**config.mk**
```make
export PLATFORM = sky130hd
export DESIGN_NAME = cwr_top
export DESIGN_NICKNAME = d
export VERILOG_FILES = /design/src/rtl/cwr_pkg.sv /design/src/rtl/cwr_subsys_reg.sv /design/src/rtl/cwr_altbase_reg.sv /design/src/rtl/cwr_win_dec.sv /design/src/rtl/cwr_top.sv
export SDC_FILE = /design/constraint.sdc
export NUM_CORES = 1
export LEC_CHECK = 0
export BUFFER_PORTS_ARGS = -buffer_cell sky130_fd_sc_hd__buf_2
export CORE_UTILIZATION = 50
export DETAILED_ROUTE_END_ITERATION = 7
export GPL_TIMING_DRIVEN = 1
export HOLD_SLACK_MARGIN = 0.1
export PLACE_DENSITY = 0.85
export SETUP_SLACK_MARGIN = 0.4
export SLEW_MARGIN = 25
export SYNTH_ARGS = -nofsm -noshare
export SYNTH_HDL_FRONTEND = slang
export SYNTH_SLANG_ARGS = --single-unit
```
**constraint.sdc**
```tcl
create_clock -name clk -period 3 [get_ports clk]
set_input_delay 0.3 -clock clk [delete_from_list [all_inputs] [get_ports clk]]
set_output_delay 0.3 -clock clk [all_outputs]
set_load 0.005 [all_outputs]
```
**src/rtl/cwr_pkg.sv**
```systemverilog
package cwr_pkg;

  localparam int OFF_W   = 8;
  localparam int DATA_W  = 32;
  localparam int MADDR_W = 32;
  localparam int NIB_W   = 4;
  localparam int BASE_W  = 16;
  localparam int WORD_W  = OFF_W - 2;

  localparam logic [WORD_W-1:0] WORD_SUBSYS  = 6'h0B;  // byte 2Ch
  localparam logic [WORD_W-1:0] WORD_CAPPTR  = 6'h0D;  // byte 34h
  localparam logic [WORD_W-1:0] WORD_ALTBASE = 6'h10;  // byte 40h

  localparam logic [7:0]  CAPPTR_VAL = 8'h44;
  localparam int          PREFIX_W   = MADDR_W - 3*NIB_W - 8;
  localparam logic [PREFIX_W-1:0] WIN_PREFIX = 12'hFEC;

  typedef struct packed {
    logic             en;
    logic [2:0]       rsvd;
    logic [NIB_W-1:0] x;
    logic [NIB_W-1:0] y;
    logic [NIB_W-1:0] z;
  } altbase_t;

  typedef enum logic [1:0] {
    SEL_NONE,
    SEL_SUBSYS,
    SEL_CAPPTR,
    SEL_ALTBASE
  } sel_e;

endpackage

```
**src/rtl/cwr_subsys_reg.sv**
```systemverilog
module cwr_subsys_reg #(
  parameter int W = 32
) (
  input  logic         clk,
  input  logic         rst_n,
  input  logic         wr_en,
  input  logic [W-1:0] wdata,
  output logic [W-1:0] id_q,
  output logic         locked
);

  logic [W-1:0] id_d;
  logic         lock_d;
  logic         lock_q;
  logic         id_load;

  // A write is accepted only while the lock is still open.
  assign id_load = wr_en & ~lock_q;

  always_comb begin
    id_d   = id_q;
    lock_d = lock_q;
    if (id_load) begin
      id_d   = wdata;
      lock_d = 1'b1;
    end
  end

  always_ff @(posedge clk or negedge rst_n) begin
    if (!rst_n) begin
      id_q   <= '0;
      lock_q <= 1'b0;
    end else begin
      id_q   <= id_d;
      lock_q <= lock_d;
    end
  end

  assign locked = lock_q;

  p_first_take_r2: assert property (@(posedge clk) disable iff (!rst_n)
    (wr_en && !lock_q) |=> (id_q == $past(wdata)));

  p_lock_sticky_r3: assert property (@(posedge clk) disable iff (!rst_n)
    lock_q |=> lock_q);

  p_locked_hold_r3: assert property (@(posedge clk) disable iff (!rst_n)
    lock_q |=> $stable(id_q));

endmodule

```
**src/rtl/cwr_altbase_reg.sv**
```systemverilog
module cwr_altbase_reg
  import cwr_pkg::*;
(
  input  logic              clk,
  input  logic              rst_n,
  input  logic              wr_en,
  input  logic [BASE_W-1:0] wdata,
  output altbase_t          base_q
);

  altbase_t base_d;
  altbase_t wr_val;

  // The reserved field is forced to zero on every write.
  always_comb begin
    wr_val      = altbase_t'(wdata);
    wr_val.rsvd = 3'b000;
  end

  always_comb begin
    base_d = base_q;
    if (wr_en) base_d = wr_val;
  end

  always_ff @(posedge clk or negedge rst_n) begin
    if (!rst_n) base_q <= '0;
    else        base_q <= base_d;
  end

  p_base_load_r5: assert property (@(posedge clk) disable iff (!rst_n)
    wr_en |=> (base_q.en == $past(wdata[15]) && base_q.x == $past(wdata[11:8]) &&
               base_q.y == $past(wdata[7:4]) && base_q.z == $past(wdata[3:0])));

  p_base_hold_r5: assert property (@(posedge clk) disable iff (!rst_n)
    !wr_en |=> $stable(base_q));

  p_rsvd_zero_r5: assert property (@(posedge clk) disable iff (!rst_n)
    base_q.rsvd == 3'b000);

endmodule

```
**src/rtl/cwr_win_dec.sv**
```systemverilog
module cwr_win_dec
  import cwr_pkg::*;
(
  input  altbase_t           base,
  input  logic [MADDR_W-1:0] addr,
  output logic               hit
);

  localparam int LO_W = 8;
  localparam int NIBS = 3;

  logic [NIBS-1:0] nib_eq;
  logic [NIB_W-1:0] prog_nib [NIBS];
  logic             prefix_eq;

  assign prog_nib[0] = base.z;
  assign prog_nib[1] = base.y;
  assign prog_nib[2] = base.x;

  // One comparator per programmable nibble, starting just above the ignored low byte.
  for (genvar g = 0; g < NIBS; g++) begin : g_nib
    assign nib_eq[g] = (addr[LO_W + g*NIB_W +: NIB_W] == prog_nib[g]);
  end

  assign prefix_eq = (addr[MADDR_W-1 -: PREFIX_W] == WIN_PREFIX);
  assign hit       = base.en & prefix_eq & (&nib_eq);

  wire unused_lowbyte = ^addr[LO_W-1:0] ^ (^base.rsvd);

endmodule

```
**src/rtl/cwr_top.sv**
```systemverilog
module cwr_top
  import cwr_pkg::*;
(
  input  logic               clk,
  input  logic               rst_n,
  input  logic [OFF_W-1:0]   reg_off,
  input  logic [DATA_W-1:0]  reg_wdata,
  input  logic               reg_we,
  output logic [DATA_W-1:0]  reg_rdata,
  input  logic [MADDR_W-1:0] mem_addr,
  output logic               win_hit
);

  sel_e              sel;
  logic [WORD_W-1:0] word;
  logic [DATA_W-1:0] id_q;
  logic              id_locked;
  altbase_t          base_q;
  logic              id_we;
  logic              base_we;

  assign word = reg_off[OFF_W-1:2];

  always_comb begin
    unique case (word)
      WORD_SUBSYS:  sel = SEL_SUBSYS;
      WORD_CAPPTR:  sel = SEL_CAPPTR;
      WORD_ALTBASE: sel = SEL_ALTBASE;
      default:      sel = SEL_NONE;
    endcase
  end

  assign id_we   = reg_we & (sel == SEL_SUBSYS);
  assign base_we = reg_we & (sel == SEL_ALTBASE);

  cwr_subsys_reg #(.W(DATA_W)) u_subsys (
    .clk    (clk),
    .rst_n  (rst_n),
    .wr_en  (id_we),
    .wdata  (reg_wdata),
    .id_q   (id_q),
    .locked (id_locked)
  );

  cwr_altbase_reg u_altbase (
    .clk    (clk),
    .rst_n  (rst_n),
    .wr_en  (base_we),
    .wdata  (reg_wdata[BASE_W-1:0]),
    .base_q (base_q)
  );

  cwr_win_dec u_dec (
    .base (base_q),
    .addr (mem_addr),
    .hit  (win_hit)
  );

  always_comb begin
    reg_rdata = '0;
    case (sel)
      SEL_SUBSYS:  reg_rdata = id_q;
      SEL_CAPPTR:  reg_rdata[7:0] = CAPPTR_VAL;
      SEL_ALTBASE: reg_rdata[BASE_W-1:0] = base_q;
      default:     reg_rdata = '0;
    endcase
  end

  wire unused_offlow = ^reg_off[1:0] ^ id_locked;

  p_cap_read_r4: assert property (@(posedge clk) disable iff (!rst_n)
    (word == WORD_CAPPTR) |-> (reg_rdata == 32'h0000_0044));

  p_off_no_hit_r7: assert property (@(posedge clk) disable iff (!rst_n)
    !reg_rdata[15] && (word == WORD_ALTBASE) |-> !win_hit);

  p_unmapped_zero_r8: assert property (@(posedge clk) disable iff (!rst_n)
    (sel == SEL_NONE) |-> (reg_rdata == '0));

  p_hit_prefix_r6: assert property (@(posedge clk) disable iff (!rst_n)
    win_hit |-> (mem_addr[31:20] == 12'hFEC));

endmodule

```
# == After elaboration in Yosys (flattened, before gate mapping) ==
# Cells that the tools add are included.
# Widths: inputs -> output; s select.
# word_totals
latchBits,0
in_bits,75
memories,0
mem_bits_ro,0
output_inout_bits,33
reg_bits,46
wordCells,27
ramBits,0
# classes
div,0
add_sub_neg,0
muxes,4
multipliers,0
n_eq_ne,10
order_cmp,0
n_reduce_logical,1
bitwise_logic,6
shifts,0
# op_table
op,n
$pmux 8 s3,1
$mux 16,1
$pmux 8 s2,1
$eq 12x12->1 const B,1
$eq 4x4->1,3
$eq 6x4->1 const B,2
$eq 6x5->1 const B,1
$pmux 2 s3,1
$and 1x1->1,5
$eq 2x2->1 const B,2
$reduce_and 3->1,1
$eq 2x1->1 const B,1
$not 1->1,1

# == Depth between registers and ports, before layout ==
# logic_depth
depth_word,5
mapped_depth,4
depth_no_buf,3

# == Cells and area by module ==
# Synthesis repeated with hierarchy kept, for this count alone.
# hier_totals
cells_unflattened,169
hier_area_um2,2446.1
# by_module_without_submodules
module,cells_each,area_each_um2,seq_area_each_um2,n_inst
cwr_subsys_reg,71,1390.1,825.8,1
cwr_altbase_reg,31,546.8,325.3,1
cwr_top,46,349.1,0.0,1
cwr_win_dec,21,160.2,0.0,1

# == Worst setup path after synthesis ==
# OpenSTA, ideal clock, no wires.
# synth_timing
path_type,reg-to-output
startpoint,"reg, netlist name u_altbase.base_q[15]"
endpoint,out win_hit
arrival_ns,1.365
path_stages_with_launch,4
required_ns,2.700
path_buffers,0
setup_slack_ns,1.335
path_cell_list,dfrtp_1 -> or3b_1 -> or4_1 -> nor4_1
# synth_between
elab_chain_cells,2
# synth_rtl
element,line,source
$and 1x1->1 (2 in a row),cwr_win_dec.sv:26,assign hit = base.en & prefix_eq & (&nib_eq);
to (decl),cwr_top.sv:11,output logic win_hit
# Every way passes these cells.

# == Worst setup path in the final report ==
# layout_timing
startpoint,"reg, netlist name u_altbase.base_q[15]"
endpoint,out win_hit
# layout_between
elab_chain_cells,2
# layout_rtl
element,line
$and 1x1->1 (2 in a row),cwr_win_dec.sv:26
# Every way passes these cells.

==> metrics.md <==
| Metric | Value |
|---|---|
| Die Span X | 69.6 um |
| Final net count | 344 |
| Cell with the most instances after synthesis | dfrtp_1 |
| Worst r2r path cells | 3 |
| Run status | completed |
| Grt ovf | 0 |
| Routed Antenna Nets | 0 |
| Clock tree buffer depth | 2 |
| Htree depth | 2 |
| Final setup fails | 0 |
| Post-synth top flop | dfrtp_1 |
| Floorplan row count | 24 |
| Worst-Skew Late Latency | 300 ps |
| YS warnings | 0 |
| Synth Area in Compound Gates | 0.0542 |
| WHS Path Cells | 2 |
| Synth Net Count | 245 |
| Max stage delay on crit path | 450 ps |
| Core Area | 4380 um^2 |
| Ant. Diodes | 0 |
| R2r startpoint | u_subsys.locked$_DFFE_PN0P_ |
| Mapped Cells | 170 |
| Routed vias/inst | 5.30 |
| Routability congestion estimate | 0.746 |
| Share of layout cells above drive strength 1 | 0.585 |
| Element type at the critical path start | flop |
| Top post-synthesis cells by area | dfrtp_1 50%, mux2_2 17%, mux2_4 6.6% |
| Slowest CP cell | or4_1 |
| DRT iter0 DRCs | 67 |
| IO buf count | 97 |
| Worst Path Arrival | 1880 ps |
| Adder-Cell Fraction of Synth Area | 0 |
| Clk slew on worst S/H paths | 80 ps |
| Pwr dens | 474 nW/um^2 |
| Post-DP HPWL | 3600 um |
| DRC | 0 |
| Max_cap viols | 0 |
| Hold endpoint | u_subsys.id_q[19]$_DFFE_PN0P_ |
| Final worst path period share | 0.726 |
| Clk_skew | 6.61 ps |
| Leakage power figure | 1.67 nW |
| Root buffer cell | clkbuf_8 |
| Sequential cell area fraction in the yosys report | 0.504 |
| Clock sink count | 46 |
| Drt wl/cell | 15.5 um |
| GRT Util Overall | 0.225 |
| Initial core utilization | 0.521 |
| Largest family of logic cells by synthesized area | multiplexers |
| Die area | 4850 um^2 |
| Top cell type's share of synthesized area | 0.504 |
| Netlist cell types | 29 |
| Vias in the first global route | 1879 |
| Slew HR | 0.611 |
| Mean post-synth cell area | 13.4 um^2 |
| Top Ports | 108 |
| Crit Path Max Fanout | 3 |
| XOR/XNOR Fraction of Synth Area | 0.0460 |
| CTS tree | done |
| Layer carrying the most global-route usage | met2 |
| R2R Path End | u_subsys.id_q[10]$_DFFE_PN0P_ |
| Via Count | 1705 |
| Post-synth ARST share | 1.00 |
| Final Max Tran Viols | 0 |
| Multi-input gate area | 1080 um^2 |
| Kind of critical path | flop to output port |
| Fmax | 459 MHz |
| First-pass DRT Iterations | 4 |
| Worst Max-Slew Pin Slew | 583 ps |
| Flop2flop setup slack | 1570 ps |
| EDFF count, synth | 0 |
| RSZ-0062 raised after global routing | no |
| Cell area after synthesis | 2290 um^2 |
| Hold Startpoint | reg_wdata[19] |
| Met1 usage | 0.272 |
| GRT met3 Usage | 0.0828 |
| Fillers | 351 |
| First-pass GRT wire length | 8540 um |
| Fin Setup TNS | 0 ps |
| VDD IR max | 438 uV |
| Initial antenna violation count | 0 |
| Synth cell count leaders | 46 x dfrtp_1, 35 x mux2_2, 19 x and3_1 |
| Post-synth top area cell | dfrtp_1 |
| Min-delay worst type | primary input to flop |
| Mux cell area share after synthesis | 0.238 |
| Synth Area in Simple Gates | 0.132 |
| FF+latch count, synth | 46 |
| Syn-to-layout area delta | 28.5% |
| Type of destination of the critical path | output port |
| Largest net degree at the start of global routing | 47 |
| CTS Buf Count | 5 |
| Reg area | 1150 um^2 |
| Die Height | 69.6 um |
| Critical-path cell list | or3b_1, or4_1, nor4_1, buf_2 |
| Total Routed Length | 4980 um |
| Final core occ | 0.670 |
| Final Hold Viols | 0 |
| GR Util met2 | 0.381 |
| Tmin final | 2180 ps |
| Worst Path Required | 2700 ps |
cell families (layout without fill, tap and decap cells):
family	count (synthesis)	in the layout
and+or+nand+nor	40	40
buffers and inverters	12	112
muxes	45	45
DFF	46	46
AOI/OAI and AO/OA	15	15
xor gates and xnor gates	12	12
layer usage:
layer | share of wire | vias to the layer above | wire length, um
li1 | - | 824 | -
met3 | 0.085 | 5 | 422
met2 | 0.48 | 74 | 2400
met4 | 0.010 | 0 | 50
met5 | 0 | - | 0
met1 | 0.42 | 802 | 2110
placed cells by master, fill, tap and decap left out, drive strengths merged, types with 2 or more instances in the layout:
cell type | Yosys | final
a22o | 11 | 11
a22oi | 2 | 2
and3 | 19 | 19
buf | 6 | 101
clkbuf | 4 | 8
dfrtp | 46 | 46
inv | 2 | 2
mux2 | 45 | 45
nand3 | 2 | 2
nand4 | 4 | 4
nand4b | 2 | 2
nor4 | 2 | 2
or3b | 2 | 2
xnor2 | 12 | 12
cell type report:
| class | count | share of cell area |
|---|---|---|
| well taps | 52 | 0.0221 |
| multi-input cells | 112 | 0.366 |
| repair buffers | 102 | 0.180 |
| clock buffers | 8 | 0.0375 |
| flip-flops and latches | 46 | 0.392 |
| inverters | 2 | 0.00256 |
stage by stage:
step                      hold slack (ps)  std cells  total power [mW]  instance area, um^2  setup slack (ps)
after floorplan                      4.41        170             0.877                 2290              1340
final                                 224        322              1.39                 2940               822
after detailed placement              449        313             0.974                 2820               990
after CTS                             200        321              1.40                 2930               819
after global placement                434        313             0.956                 2820              1030
after global routing                  210        322              1.47                 2940               761
worst max-delay path by stage:
stage                                startpoint             to  slack (ps)
6_report       u_altbase.base_q[15]$_DFFE_PN0P_        win_hit         820
5_1_grt        u_altbase.base_q[15]$_DFFE_PN0P_        win_hit         760
4_1_cts        u_altbase.base_q[15]$_DFFE_PN0P_        win_hit         820
3_5_place_dp                         reg_off[4]  reg_rdata[11]         990
3_3_place_gp                         reg_off[4]  reg_rdata[11]        1030
2_1_floorplan  u_altbase.base_q[15]$_DFFE_PN0P_        win_hit        1340
registers in the layout, summed over array words and instances (netlist names):
| signal | flops |
|---|---|
| u_subsys.locked | 1 |
| u_subsys.id_q | 32 |
| u_altbase.base_q | 13 |
critical path, delay by kind of cell, from the launching register on:
family,cells,cell delay [ps]
AND/OR/NAND/NOR,3,1070
flip-flops,1,360
buffers and inverters,1,150
where the power goes:
part | internal, mW | leakage, nW | total [mW] | switching, mW
combinational | 0.132 | 0.998 | 0.205 | 0.0729
clock | 0.233 | 0.0575 | 0.434 | 0.201
sequential | 0.702 | 0.611 | 0.754 | 0.0518
repair_timing:
| action | CTS | global route |
|---|---|---|
| gates resized for setup | 0 | 0 |
| setup buffers | 0 | 0 |
| hold buffers | 0 | 1 |
| hold endpoints to repair | 0 | 46 |
Note: power is estimated with default switching activity, not from simulation.
